## src/rtl/crtc_pkg.sv

```systemverilog
package crtc_pkg;

    // Flags of one raster axis.
    typedef struct packed {
        logic disp;
        logic blank;
        logic sync;
    } axis_flags_t;

    // Half-open window [on, off) that wraps through zero when on > off.
    function automatic logic in_window(input logic [15:0] pos, input logic [15:0] on,
                                       input logic [15:0] off);
        if (on <= off) return (pos >= on) && (pos < off);
        else           return (pos >= on) || (pos < off);
    endfunction

    // Cursor row window: normal when top < bot, inverted otherwise.
    function automatic logic cursor_rows(input logic [7:0] row, input logic [7:0] top,
                                         input logic [7:0] bot);
        if (top < bot) return (row >= top) && (row < bot);
        else           return (row < bot) || (row >= top);
    endfunction

endpackage

```

## src/rtl/crtc_hcount.sv

```systemverilog
module crtc_hcount #(
    parameter int HCW  = 10,
    parameter int AW   = 16,
    parameter int DOTW = 4
) (
    input  logic            clk,
    input  logic            rst,
    input  logic            pix_en,
    input  logic [DOTW-1:0] dot_last,
    input  logic [HCW-1:0]  h_total,
    input  logic [AW-1:0]   h_step,
    input  logic [AW-1:0]   line_addr,
    output logic [HCW-1:0]  h_pos,
    output logic [AW-1:0]   h_addr,
    output logic            char_tick,
    output logic            line_end
);
    logic [DOTW-1:0] dot;

    assign char_tick = pix_en && (dot >= dot_last);
    assign line_end  = char_tick && (h_pos >= h_total);

    always_ff @(posedge clk) begin
        if (rst) begin
            dot    <= '0;
            h_pos  <= '0;
            h_addr <= '0;
        end else if (pix_en) begin
            if (dot >= dot_last) begin
                dot <= '0;
                if (h_pos >= h_total) begin
                    h_pos  <= '0;
                    h_addr <= line_addr;
                end else begin
                    h_pos  <= h_pos + 1'b1;
                    h_addr <= h_addr + h_step;
                end
            end else begin
                dot <= dot + 1'b1;
            end
        end
    end
endmodule

```

## src/rtl/crtc_vcount.sv

```systemverilog
module crtc_vcount #(
    parameter int VCW = 11,
    parameter int AW  = 16,
    parameter int RW  = 5,
    parameter int DSW = 2
) (
    input  logic           clk,
    input  logic           rst,
    input  logic           line_end,
    input  logic [VCW-1:0] v_total,
    input  logic [RW-1:0]  row_last,
    input  logic [DSW-1:0] dbl_last,
    input  logic [AW-1:0]  v_step,
    output logic [VCW-1:0] v_pos,
    output logic [RW-1:0]  cell_row,
    output logic [AW-1:0]  line_addr_nxt,
    output logic           frame_end
);
    logic [DSW-1:0] rep;
    logic [AW-1:0]  v_addr;
    logic           advance;
    logic           last_line;

    assign advance   = (rep >= dbl_last);
    assign last_line = (v_pos >= v_total);
    assign frame_end = line_end && advance && last_line;

    always_comb begin
        if (!advance)      line_addr_nxt = v_addr;
        else if (last_line) line_addr_nxt = '0;
        else               line_addr_nxt = v_addr + v_step;
    end

    always_ff @(posedge clk) begin
        if (rst) begin
            rep      <= '0;
            v_pos    <= '0;
            cell_row <= '0;
            v_addr   <= '0;
        end else if (line_end) begin
            rep    <= advance ? '0 : rep + 1'b1;
            v_addr <= line_addr_nxt;
            if (advance) begin
                if (last_line) begin
                    v_pos    <= '0;
                    cell_row <= '0;
                end else begin
                    v_pos    <= v_pos + 1'b1;
                    cell_row <= (cell_row >= row_last) ? '0 : cell_row + 1'b1;
                end
            end
        end
    end
endmodule

```

## src/rtl/crtc_flags.sv

```systemverilog
module crtc_flags
    import crtc_pkg::*;
#(
    parameter int W = 10
) (
    input  logic [W-1:0] pos,
    input  logic [W-1:0] act_end,
    input  logic [W-1:0] blank_on,
    input  logic [W-1:0] blank_off,
    input  logic [W-1:0] sync_on,
    input  logic [W-1:0] sync_off,
    output axis_flags_t  flags
);
    always_comb begin
        flags.disp  = (pos < act_end);
        flags.blank = in_window(16'(pos), 16'(blank_on), 16'(blank_off));
        flags.sync  = in_window(16'(pos), 16'(sync_on), 16'(sync_off));
    end
endmodule

```

## src/rtl/crtc_cursor.sv

```systemverilog
module crtc_cursor
    import crtc_pkg::*;
#(
    parameter int AW = 16,
    parameter int RW = 5
) (
    input  logic [RW-1:0] cell_row,
    input  logic [RW-1:0] row_mask,
    input  logic [RW-1:0] top,
    input  logic [RW-1:0] bot,
    input  logic [AW-1:0] fetch_addr,
    input  logic [AW-1:0] cur_addr,
    input  logic          disp_en,
    output logic          hit
);
    logic row_ok;

    assign row_ok = cursor_rows(8'(cell_row & row_mask), 8'(top), 8'(bot));
    assign hit    = row_ok && disp_en && (fetch_addr == cur_addr);
endmodule

```

## src/rtl/crtc_raster.sv

```systemverilog
module crtc_raster
    import crtc_pkg::*;
#(
    parameter int HCW  = 10,
    parameter int VCW  = 11,
    parameter int AW   = 16,
    parameter int RW   = 5,
    parameter int DOTW = 4,
    parameter int DSW  = 2
) (
    input  logic            clk,
    input  logic            rst,
    input  logic            pix_en,
    input  logic [HCW-1:0]  cfg_h_total,
    input  logic [HCW-1:0]  cfg_h_act_end,
    input  logic [HCW-1:0]  cfg_h_blank_on,
    input  logic [HCW-1:0]  cfg_h_blank_off,
    input  logic [HCW-1:0]  cfg_h_sync_on,
    input  logic [HCW-1:0]  cfg_h_sync_off,
    input  logic [VCW-1:0]  cfg_v_total,
    input  logic [VCW-1:0]  cfg_v_act_end,
    input  logic [VCW-1:0]  cfg_v_blank_on,
    input  logic [VCW-1:0]  cfg_v_blank_off,
    input  logic [VCW-1:0]  cfg_v_sync_on,
    input  logic [VCW-1:0]  cfg_v_sync_off,
    input  logic [DOTW-1:0] cfg_dot_last,
    input  logic [RW-1:0]   cfg_row_last,
    input  logic [RW-1:0]   cfg_row_mask,
    input  logic [DSW-1:0]  cfg_dbl_last,
    input  logic [AW-1:0]   cfg_h_step,
    input  logic [AW-1:0]   cfg_v_step,
    input  logic [AW-1:0]   cfg_addr_mask,
    input  logic [AW-1:0]   cfg_addr_add,
    input  logic [AW-1:0]   cfg_cur_addr,
    input  logic [RW-1:0]   cfg_cur_top,
    input  logic [RW-1:0]   cfg_cur_bot,
    output logic            h_disp,
    output logic            h_blank,
    output logic            h_sync,
    output logic            v_disp,
    output logic            v_blank,
    output logic            v_sync,
    output logic            disp_en,
    output logic            char_tick,
    output logic [AW-1:0]   fetch_addr,
    output logic [RW-1:0]   cell_row,
    output logic            cursor_hit,
    output logic [HCW-1:0]  h_act_peak
);
    typedef struct packed {
        logic [HCW-1:0]  h_total, h_act_end, h_blank_on, h_blank_off, h_sync_on, h_sync_off;
        logic [VCW-1:0]  v_total, v_act_end, v_blank_on, v_blank_off, v_sync_on, v_sync_off;
        logic [DOTW-1:0] dot_last;
        logic [RW-1:0]   row_last, row_mask;
        logic [DSW-1:0]  dbl_last;
        logic [AW-1:0]   h_step, v_step, addr_mask, addr_add, cur_addr;
        logic [RW-1:0]   cur_top, cur_bot;
    } work_cfg_t;

    work_cfg_t      cfg_in, sh;
    logic [HCW-1:0] h_pos;
    logic [VCW-1:0] v_pos;
    logic [AW-1:0]  h_addr, line_addr_nxt;
    logic           line_end, frame_end;
    axis_flags_t    hf, vf;

    assign cfg_in = '{cfg_h_total, cfg_h_act_end, cfg_h_blank_on, cfg_h_blank_off,
                      cfg_h_sync_on, cfg_h_sync_off,
                      cfg_v_total, cfg_v_act_end, cfg_v_blank_on, cfg_v_blank_off,
                      cfg_v_sync_on, cfg_v_sync_off,
                      cfg_dot_last, cfg_row_last, cfg_row_mask, cfg_dbl_last,
                      cfg_h_step, cfg_v_step, cfg_addr_mask, cfg_addr_add, cfg_cur_addr,
                      cfg_cur_top, cfg_cur_bot};

    // Working configuration: captured only in reset and at a line boundary.
    always_ff @(posedge clk) begin
        if (rst || line_end) sh <= cfg_in;
    end

    // Widest active end since the frame began.
    always_ff @(posedge clk) begin
        if (rst)                        h_act_peak <= cfg_h_act_end;
        else if (frame_end)             h_act_peak <= cfg_h_act_end;
        else if (line_end && cfg_h_act_end > h_act_peak) h_act_peak <= cfg_h_act_end;
    end

    crtc_hcount #(.HCW(HCW), .AW(AW), .DOTW(DOTW)) u_h (
        .clk(clk), .rst(rst), .pix_en(pix_en),
        .dot_last(sh.dot_last), .h_total(sh.h_total), .h_step(sh.h_step),
        .line_addr(line_addr_nxt),
        .h_pos(h_pos), .h_addr(h_addr), .char_tick(char_tick), .line_end(line_end)
    );

    crtc_vcount #(.VCW(VCW), .AW(AW), .RW(RW), .DSW(DSW)) u_v (
        .clk(clk), .rst(rst), .line_end(line_end),
        .v_total(sh.v_total), .row_last(sh.row_last), .dbl_last(sh.dbl_last),
        .v_step(sh.v_step),
        .v_pos(v_pos), .cell_row(cell_row), .line_addr_nxt(line_addr_nxt),
        .frame_end(frame_end)
    );

    crtc_flags #(.W(HCW)) u_hf (
        .pos(h_pos), .act_end(sh.h_act_end),
        .blank_on(sh.h_blank_on), .blank_off(sh.h_blank_off),
        .sync_on(sh.h_sync_on), .sync_off(sh.h_sync_off), .flags(hf)
    );

    crtc_flags #(.W(VCW)) u_vf (
        .pos(v_pos), .act_end(sh.v_act_end),
        .blank_on(sh.v_blank_on), .blank_off(sh.v_blank_off),
        .sync_on(sh.v_sync_on), .sync_off(sh.v_sync_off), .flags(vf)
    );

    assign h_disp     = hf.disp;
    assign h_blank    = hf.blank;
    assign h_sync     = hf.sync;
    assign v_disp     = vf.disp;
    assign v_blank    = vf.blank;
    assign v_sync     = vf.sync;
    assign disp_en    = hf.disp && vf.disp;
    assign fetch_addr = (h_addr & sh.addr_mask) + sh.addr_add;

    crtc_cursor #(.AW(AW), .RW(RW)) u_cur (
        .cell_row(cell_row), .row_mask(sh.row_mask),
        .top(sh.cur_top), .bot(sh.cur_bot),
        .fetch_addr(fetch_addr), .cur_addr(sh.cur_addr),
        .disp_en(disp_en), .hit(cursor_hit)
    );
endmodule

```

## config.mk

```make
export PLATFORM = sky130hd
export DESIGN_NAME = crtc_raster
export DESIGN_NICKNAME = d
export VERILOG_FILES = /design/src/rtl/crtc_pkg.sv /design/src/rtl/crtc_hcount.sv /design/src/rtl/crtc_vcount.sv /design/src/rtl/crtc_flags.sv /design/src/rtl/crtc_cursor.sv /design/src/rtl/crtc_raster.sv
export SDC_FILE = /design/constraint.sdc
export NUM_CORES = 1
export LEC_CHECK = 0
export BUFFER_PORTS_ARGS = -buffer_cell sky130_fd_sc_hd__buf_4
export CAP_MARGIN = 0
export CORE_MARGIN = 2
export CORE_UTILIZATION = 55
export DETAILED_ROUTE_END_ITERATION = 10
export PLACE_DENSITY = 0.83
export RECOVER_POWER = 100
export SLEW_MARGIN = 5
export SYNTH_ARGS = -nofsm -noshare
export SYNTH_HDL_FRONTEND = slang
export SYNTH_HIERARCHICAL = 1
export SYNTH_SLANG_ARGS = --single-unit
```

## constraint.sdc

```tcl
create_clock -name clk -period 6.78 [get_ports clk]
set_input_delay 0.339 -clock clk [delete_from_list [all_inputs] [get_ports clk]]
set_output_delay 0.339 -clock clk [all_outputs]
set_load 0.05 [all_outputs]
```

# --- After elaboration in Yosys (flattened, before gate mapping) ---
# Index checks and enable logic that the tools add are counted.
word_totals:
  wordCells: 104
  reg_bits: 306
op_classes:
  muxes: 17
  n_eq_ne: 1
  n_lt_le_gt_ge: 23
  bitwise_logic: 2
  n_addsub: 8
  n_reduce_logical: 22
op_table:
  columns: ["operator", "count"]
  rows:
  - ["16-bit adder", 3]
  - ["16-bit two-way mux", 3]
  - ["10-bit two-way mux", 4]
  - ["11-bit greater-or-equal comparator", 3]
  - ["11-bit less-than comparator", 3]
  - ["10-bit greater-or-equal comparator", 3]
  - ["10-bit less-than comparator", 3]
  - ["11-bit <= comparator", 2]
  - ["10-bit <= comparator", 2]
  - ["16-bit bitwise AND", 1]
  - ["16-bit == test", 1]
  - ["1-bit logical AND", 13]
  - ["11-bit by 1-bit adder with 11-bit output (second input constant)", 1]
  - ["11-bit two-way mux", 1]
  - ["10-bit by 1-bit adder with 10-bit output (second input constant)", 1]
  - ["10-bit > comparator", 1]
  - ["5-bit two-way mux", 2]
  - ["8-bit by 5-bit greater-or-equal comparator with 1-bit output", 1]
  - ["8-bit by 5-bit less-than comparator with 1-bit output", 1]
  - ["1-bit logical OR", 6]
  - ["5-bit by 1-bit adder with 5-bit output (second input constant)", 1]
  - ["5-bit bitwise AND", 1]
  - ["5-bit greater-or-equal comparator", 1]
  - ["5-bit less-than comparator", 1]
  - ["other kinds (9)", 14]

# --- Logic depth before layout (Yosys ltp) ---
# Gate-level depths: netlist of run 1.
depth:
  depth_word: 7
  mapped_depth: 14
  mapped_depth_nobuf: 13

# --- By module ---
# The synthesis of run 1 kept the hierarchy.
by_module_without_submodules:
  columns: ["mod", "cells_per_inst", "instances", "area_per_inst_um2"]
  rows:
  - ["crtc_raster", 395, 1, 8393.0]
  - ["crtc_vcount", 330, 1, 2713.9]
  - ["crtc_hcount", 314, 1, 2488.6]
  - ["crtc_flags (u_vf)", 230, 1, 1755.4]
  - ["crtc_flags (u_hf)", 212, 1, 1599.0]
  - ["crtc_cursor", 66, 1, 518.0]

# --- Worst setup path after synthesis of run 1 ---
# No wires, ideal clock.
synth_timing:
  path_kind: "flip-flop to output port"
  from: "reg u_v.v_pos[1]"
  to: "out cursor_hit"
  arrival_ps: 4993
  n_path_buf: 0
  path_stages_with_launch: 9
  setup_slack_ps: 1448
  cell_sequence: "dfxtp_1 -> ha_1 -> a21boi_0 -> o21a_1 -> o21ai_0 -> a21oi_1 -> a2111oi_0 -> and2_1 -> and4_1"
synth_via:
  elab_chain_len: 4
synth_lines:
  columns: ["element", "line", "source"]
  rows:
  - ["start, declared", "crtc_vcount.sv:14", "output logic [VCW-1:0] v_pos,"]
  - ["start signal, assigned", "crtc_vcount.sv:48", "v_pos <= v_pos + 1'b1;"]
  - ["11-bit less-than comparator", "crtc_flags.sv:15", "flags.disp = (pos < act_end);"]
  - ["via v_disp", "crtc_raster.sv:40", "output logic v_disp,"]
  - ["1-bit logical AND", "crtc_raster.sv:120", "assign disp_en = hf.disp && vf.disp;"]
  - ["via disp_en", "crtc_raster.sv:43", "output logic disp_en,"]
  - ["1-bit logical AND (2 in a row)", "crtc_cursor.sv:19", "assign hit = row_ok && disp_en && (fetch_addr == cur_addr);"]
  - ["end, declared", "crtc_raster.sv:47", "output logic cursor_hit,"]
# The timed path passes the listed nets, and every way through them passes these cells.

# --- Final worst setup path of run 1 ---
layout_timing:
  from: "reg u_h.dot[0]"
  to: "reg sh[98] (netlist bit), enable pin"
layout_via:
  elab_chain_len: 4
layout_lines:
  columns: ["element", "line", "source"]
  rows:
  - ["start, declared", "crtc_hcount.sv:18", "logic [DOTW-1:0] dot;"]
  - ["start signal, assigned", "crtc_hcount.sv:39", "dot <= dot + 1'b1;"]
  - ["4-bit greater-or-equal comparator", "crtc_hcount.sv:20", "assign char_tick = pix_en && (dot >= dot_last);"]
  - ["1-bit logical AND", "crtc_hcount.sv:20", null]
  - ["1-bit logical AND", "crtc_hcount.sv:21", "assign line_end = char_tick && (h_pos >= h_total);"]
  - ["via line_end", "crtc_raster.sv:64", "logic line_end, frame_end;"]
  - ["1-bit logical OR", "crtc_raster.sv:77", "if (rst || line_end) sh <= cfg_in;"]
  - ["end signal, assigned", "crtc_raster.sv:77", null]
  - ["end, declared", "crtc_raster.sv:60", "work_cfg_t cfg_in, sh;"]
# The timed path passes the listed nets, and every way through them passes these cells.
# A chain may end at the register's enable or synchronous reset.

==> impl_metrics.env, run 1 <==
export IMPL_status="finished, violations left"
export IMPL_violations="max-capacitance violations, max-slew violations"
export IMPL_wire_per_inst_um=19.54
export IMPL_route_met3_wl_um=2592
export IMPL_final_common_cell="ha_1"
export IMPL_grt_pass1_vias=14865
export IMPL_max_freq_ghz=0.1968
export IMPL_gp_congestion=0.8977
export IMPL_drv_cap=2
export IMPL_synth_compound_area_share_pct=14.63
export IMPL_num_vias=14196
export IMPL_synth_top_area_share_pct=41.60
export IMPL_p_per_area_nw_per_um2=222.2
export IMPL_synthSimpleGateAreaFrac_pct=10.46
export IMPL_top_layer="met4"
export IMPL_slew_violations=163
export IMPL_fin_crit_ns=5.081
export IMPL_start_util_pct=55.64
export IMPL_synth_top_family_by_area="adder cells"
export IMPL_clk_latency_ns=0.52
export IMPL_gr_usage_all_layers_pct=28.77
export IMPL_io_buffers=274
export IMPL_whs_ns=0.03908
export IMPL_dieWidth_um=182.2
export IMPL_postLayoutCoreUtil_pct=73.22
export IMPL_vias_per_cell=5.727
export IMPL_seq_area_frac_synth_pct=48.94
export IMPL_multi_input_area_um2=8170
export IMPL_firstDrtPassIters=7
export IMPL_synthXorXnorAreaFrac_pct=3.610
export IMPL_synth_edf_count=242
export IMPL_synth_ff_type="edfxtp_1"
export IMPL_cp_max_fo=81
export IMPL_core_area_um2=31390
export IMPL_synth_area_leaders="edfxtp_1, ha_1, dfxtp_1"
export IMPL_ys_ff_latch=306
export IMPL_ant_nets=0
export IMPL_drt_iter0_drc=746
export IMPL_drc_errors=0
export IMPL_power_leakage_uw=0.01019
export IMPL_numClockSinks=306
export IMPL_fin_tns_setup_ns=0
export IMPL_met1_length_um=18350
export IMPL_path_class="reg2reg"
export IMPL_overflow=0
export IMPL_crit_path_end_kind="register"
export IMPL_nets=2528
export IMPL_num_rows=65
export IMPL_syn_mean_instance_area_um2=11.29
export IMPL_die_h_um=182.2
export IMPL_rsz0062_at_grt="no"
export IMPL_async_reset_ff_share_pct=0
export IMPL_synth_mux_area_share_pct=0.05730
export IMPL_ioPinCount=275
export IMPL_cts_buffers=35
export IMPL_post_dp_hpwl_um=30990
export IMPL_yosys_area_top_type="edfxtp_1"
export IMPL_regArea_um2=8548
export IMPL_final_cell_area_um2=22990
export IMPL_placed_cell_area_um2=20010
export IMPL_cts_buffer_depth=3
export IMPL_fp_dieArea_um2=33200
export IMPL_drive_gt1_share_pct=13.98
export IMPL_tightest_slew_ns=2.055
export IMPL_vdd_ir_drop_worst_v=0.0001940
export IMPL_wl_um=48450
export IMPL_finalSetupViolCount=0
export IMPL_synth_fa_ha_area_share_pct=18.06
export IMPL_critical_path_required_ns=6.87
export IMPL_clk_transition_reported_paths_ns=0.06
export IMPL_crit_arrival_ns=5.17
export IMPL_max_slew_margin_rel_pct=-37.02
export IMPL_start_kind="register"
export IMPL_grt_pass1_wl_um=75510
export IMPL_cts_root_buf="clkbuf_16"
export IMPL_area_growth_pct=31.59
export IMPL_netlist_instances=1547
export IMPL_finalCritPeriodShare_pct=74.94
export IMPL_antenna_found_initial=3
export IMPL_htreeDepth=2
export IMPL_hold_violations=0
export IMPL_synth_distinct_cells=77
export IMPL_p_total_uw=5107
export IMPL_met2_length_um=25390
export IMPL_synth_warnings=6
export IMPL_grt_max_degree=82
export IMPL_netlist_area_um2=17470
export IMPL_syn_nets=2028
export IMPL_cts_tree="built"
export IMPL_layout_common_cells="ha_1, edfxtp_1, dlygate4sd3_1, clkbuf_4, inv_1"
export IMPL_hold_path_class="in2reg"
export IMPL_skew_ns=0.01675
export IMPL_fillCellCount=2098
## per-layer routing
layer	up-vias	global-route usage, %
met5	-	0
met4	0	12.52
met3	154	4.610
met2	507	53.92
met1	6800	32.20
li1	6735	-
## kinds of logic (layout without fill, tap and decap cells)
group / count (synthesis) / count (layout)
AOI/OAI and AO/OA: 365 / 365
xor gates and xnor gates: 72 / 72
adders and majority gates: 251 / 251
buffers and inverters: 195 / 722
DFF: 306 / 306
muxes: 1 / 1
other: 0 / 3
and+or+nand+nor: 357 / 357
## Yosys cell counts (21+ instances only)
cell type  count
ha_1         243
edfxtp_1     242
inv_1        174
a21oi_1       97
nand2_1       82
nor2_1        79
dfxtp_1       64
o21ai_0       56
xnor2_1       44
a21o_1        42
nand3_1       40
nand4_1       34
xor2_1        28
and2_1        25
a22o_1        21
## registers in the layout, indices dropped and copies added, names as in the netlist
name / count
h_act_peak: 10
sh: 232
u_h/dot: 4
u_h/h_addr: 16
u_h/h_pos: 10
u_v/cell_row: 5
u_v/rep: 2
u_v/v_addr: 16
u_v/v_pos: 11
## worst max-delay path, cell delays in order (launching register included)
cell	delay (ns)
dfxtp_1	0.38
inv_1	0.08
ha_1	0.27
nor2b_1	0.05
o21ai_0	0.30
nand3_1	0.47
nor2_1	0.53
or2_4	0.87
clkbuf_2	1.62
## path summary, 6_finish.rpt
path	startpoint	to	slack [ns]	depth (start not counted)
max	u_h/dot[0]	sh[98]	1.70	8
min	cfg_addr_mask[2]	sh[44]	0.04	1
max reg2reg	u_h/dot[0]	sh[98]	1.70	8
min reg2reg	u_v/v_addr[6]	u_v/v_addr[6]	0.49	2
## power breakdown
part | total (uW) | internal, uW | switching [uW]
combinational | 801 | 353 | 448
sequential | 2230 | 2170 | 64.1
clock | 2070 | 1300 | 772
total | 5110 | 3820 | 1290
## area by class of cell
class / instances / area share (%)
antenna: 3 / 0.03266
tap: 402 / 2.188
clock inverter: 20 / 1.470
inverter: 174 / 2.841
sequential: 306 / 37.19
clock buffer: 44 / 3.957
timing repair buffer: 484 / 16.78
multi-input combinational: 1046 / 35.55
## stage by stage
stage,worst slack [ns],cells
finish,1.699,2479
CTS,2.489,2475
floorplan,1.448,1547
global route,1.301,2479
detailed placement,2.960,2207
global placement,3.067,2207
## timing repair
item,4_1_cts,5_1_grt
resized for setup,0,0
endpoints found under the setup margin,0,0
buffers inserted,0,0
hold buffers,204,1
hold endpoints to repair,204,1
(Power assumes the default switching activity.)
==> run 2, diff against run 1 <==
clock period = 4.8 ns   (was 6.78 ns; I/O delays follow)
==> impl_metrics.env, run 2 (synthesis results as in run 1) <==
export IMPL_status="completed"
export IMPL_final_cell_area_um2=23210
export IMPL_slew_violations=0
export IMPL_path_class="reg2out"
export IMPL_fillCellCount=2057
export IMPL_tightest_slew_ns=1.180
export IMPL_overflow=0
export IMPL_cp_cell_sequence="and2_0, ha_1, fa_1, a21oi_1, o211ai_2, nand4_1, a21oi_1, o41ai_1, a41oi_1, xnor2_1, nand4_1, nor4_1, and4_1, buf_4"
export IMPL_critPathBufInv=1
export IMPL_placed_cell_area_um2=20030
export IMPL_crit_path_end_kind="output port"
export IMPL_slowest_stage="nor4_1"
export IMPL_area_growth_pct=32.87
export IMPL_power_leakage_uw=0.01032
export IMPL_io_buffers=274
export IMPL_clk_transition_reported_paths_ns=0.06
export IMPL_cts_resized=0
export IMPL_gr_usage_all_layers_pct=29.82
export IMPL_dieWidth_um=182.2
export IMPL_finalSetupViolCount=0
export IMPL_ioPinCount=275
export IMPL_p_per_area_nw_per_um2=305.5
export IMPL_finalCritPeriodShare_pct=96.90
export IMPL_rsz0062_at_grt="no"
export IMPL_final_common_cell="ha_1"
export IMPL_cts_tree="built"
export IMPL_layout_common_cells="ha_1, edfxtp_1, dlygate4sd3_1, clkbuf_4, inv_1"
export IMPL_hold_path_class="in2reg"
export IMPL_cts_root_buf="clkbuf_16"
export IMPL_vdd_ir_drop_worst_v=0.0003746
export IMPL_antenna_found_initial=5
export IMPL_num_rows=65
export IMPL_fin_crit_ns=4.651
export IMPL_skew_ns=0.01670
export IMPL_grt_pass1_wl_um=77720
export IMPL_drt_iter0_drc=910
export IMPL_critical_path_required_ns=4.56
export IMPL_max_slew_margin_rel_pct=19.29
export IMPL_fp_dieArea_um2=33200
export IMPL_die_h_um=182.2
export IMPL_postLayoutCoreUtil_pct=73.93
export IMPL_whs_ns=0.02655
export IMPL_fin_tns_setup_ns=0
export IMPL_firstDrtPassIters=6
export IMPL_start_util_pct=55.64
export IMPL_htreeDepth=2
export IMPL_nets=2558
export IMPL_post_dp_hpwl_um=31750
export IMPL_core_area_um2=31390
export IMPL_wire_per_inst_um=19.64
export IMPL_slowest_delay_ns=0.54
export IMPL_p_total_uw=7091
export IMPL_largest_register="sh"
export IMPL_grt_max_degree=82
export IMPL_ant_nets=0
export IMPL_gp_congestion=0.8598
export IMPL_num_vias=14367
export IMPL_max_freq_ghz=0.2150
export IMPL_drc_errors=0
export IMPL_cts_buffer_depth=3
export IMPL_wl_um=49230
export IMPL_largest_reg_flops=232
export IMPL_drv_cap=0
export IMPL_numClockSinks=306
export IMPL_vias_per_cell=5.733
export IMPL_start_kind="register"
export IMPL_hold_violations=0
export IMPL_drive_gt1_share_pct=14.18
export IMPL_cp_max_fo=3
export IMPL_crit_family="simple AND/OR/NAND/NOR gates"
export IMPL_crit_arrival_ns=4.41
export IMPL_cts_buffers=35
export IMPL_grt_pass1_vias=15181
export IMPL_clk_latency_ns=0.53
export IMPL_top_regs="sh: 232 flops, u_h/h_addr: 16 flops, u_v/v_addr: 16 flops"
## run 2: changes by cell type in the layout (fill, tap and decap cells not counted), moves of 3 or more
| cell | delta |
|---|---|
| dlygate4sd3_1 | +27 |
| buf_4 | +8 |
| clkbuf_4 | +7 |
| inv_6 | -3 |
| clkbuf_1 | -14 |
| clkinv_2 | +4 |
| bufinv_16 | -4 |
## run 2: worst register-to-register path, cell delays in order (launching register included)
cell	delay (ns)
dfxtp_1	0.39
inv_1	0.08
ha_1	0.28
nor2b_1	0.05
o21ai_0	0.28
nand3_1	0.49
nor2_1	0.56
or2_2	0.95
buf_4	0.82
## run 2: where the power goes
group	leakage, uW	total, uW	internal, uW	switching [uW]
sequential	0.00288	3150	3060	88.2
clock	0.000576	2790	1690	1100
combinational	0.00686	1160	518	639
## run 2: per-stage QoR
| step | setup slack (ns) | instances |
|---|---|---|
| 3_3_place_gp | 1.183 | 2210 |
| 5_1_grt | 0.008920 | 2506 |
| 2_1_floorplan | 0.2987 | 1547 |
| 6_report | 0.1489 | 2506 |
| 3_5_place_dp | 1.013 | 2210 |
| 4_1_cts | 0.6142 | 2503 |
## run 2: final timing paths
kind	from	end	slack, ns	depth (start not counted)
setup / recovery	sh[42]	cursor_hit	0.15	14
hold / removal	pix_en	u_h/dot[0]	0.03	3
setup reg to reg	u_h/dot[0]	sh[3]	0.47	8
hold reg to reg	u_v/v_addr[6]	u_v/v_addr[6]	0.49	2
## run 2: final cells by class
cell class / instances / area [um^2] / share of cell area (%)
timing repair buffer: 514 / 4199 / 18.09
clock inverter: 17 / 207.7 / 0.8949
inverter: 174 / 653.1 / 2.814
clock buffer: 44 / 962.2 / 4.146
tap: 402 / 503.0 / 2.167
antenna: 3 / 7.507 / 0.03234
multi-input combinational: 1046 / 8129 / 35.02
sequential: 306 / 8548 / 36.83
## run 2: repair_timing
item	CTS	global route
hold buffers	232	0
setup buffers	0	0
endpoints found under the hold margin	242	0
## run 2: layer usage
layer	vias up	wire length [um]	global-route usage, %
li1	6797	-	-
met1	6820	18900	33.93
met2	578	25190	54.24
met3	170	2683	4.789
met4	2	2439	15.06
met5	-	13	0
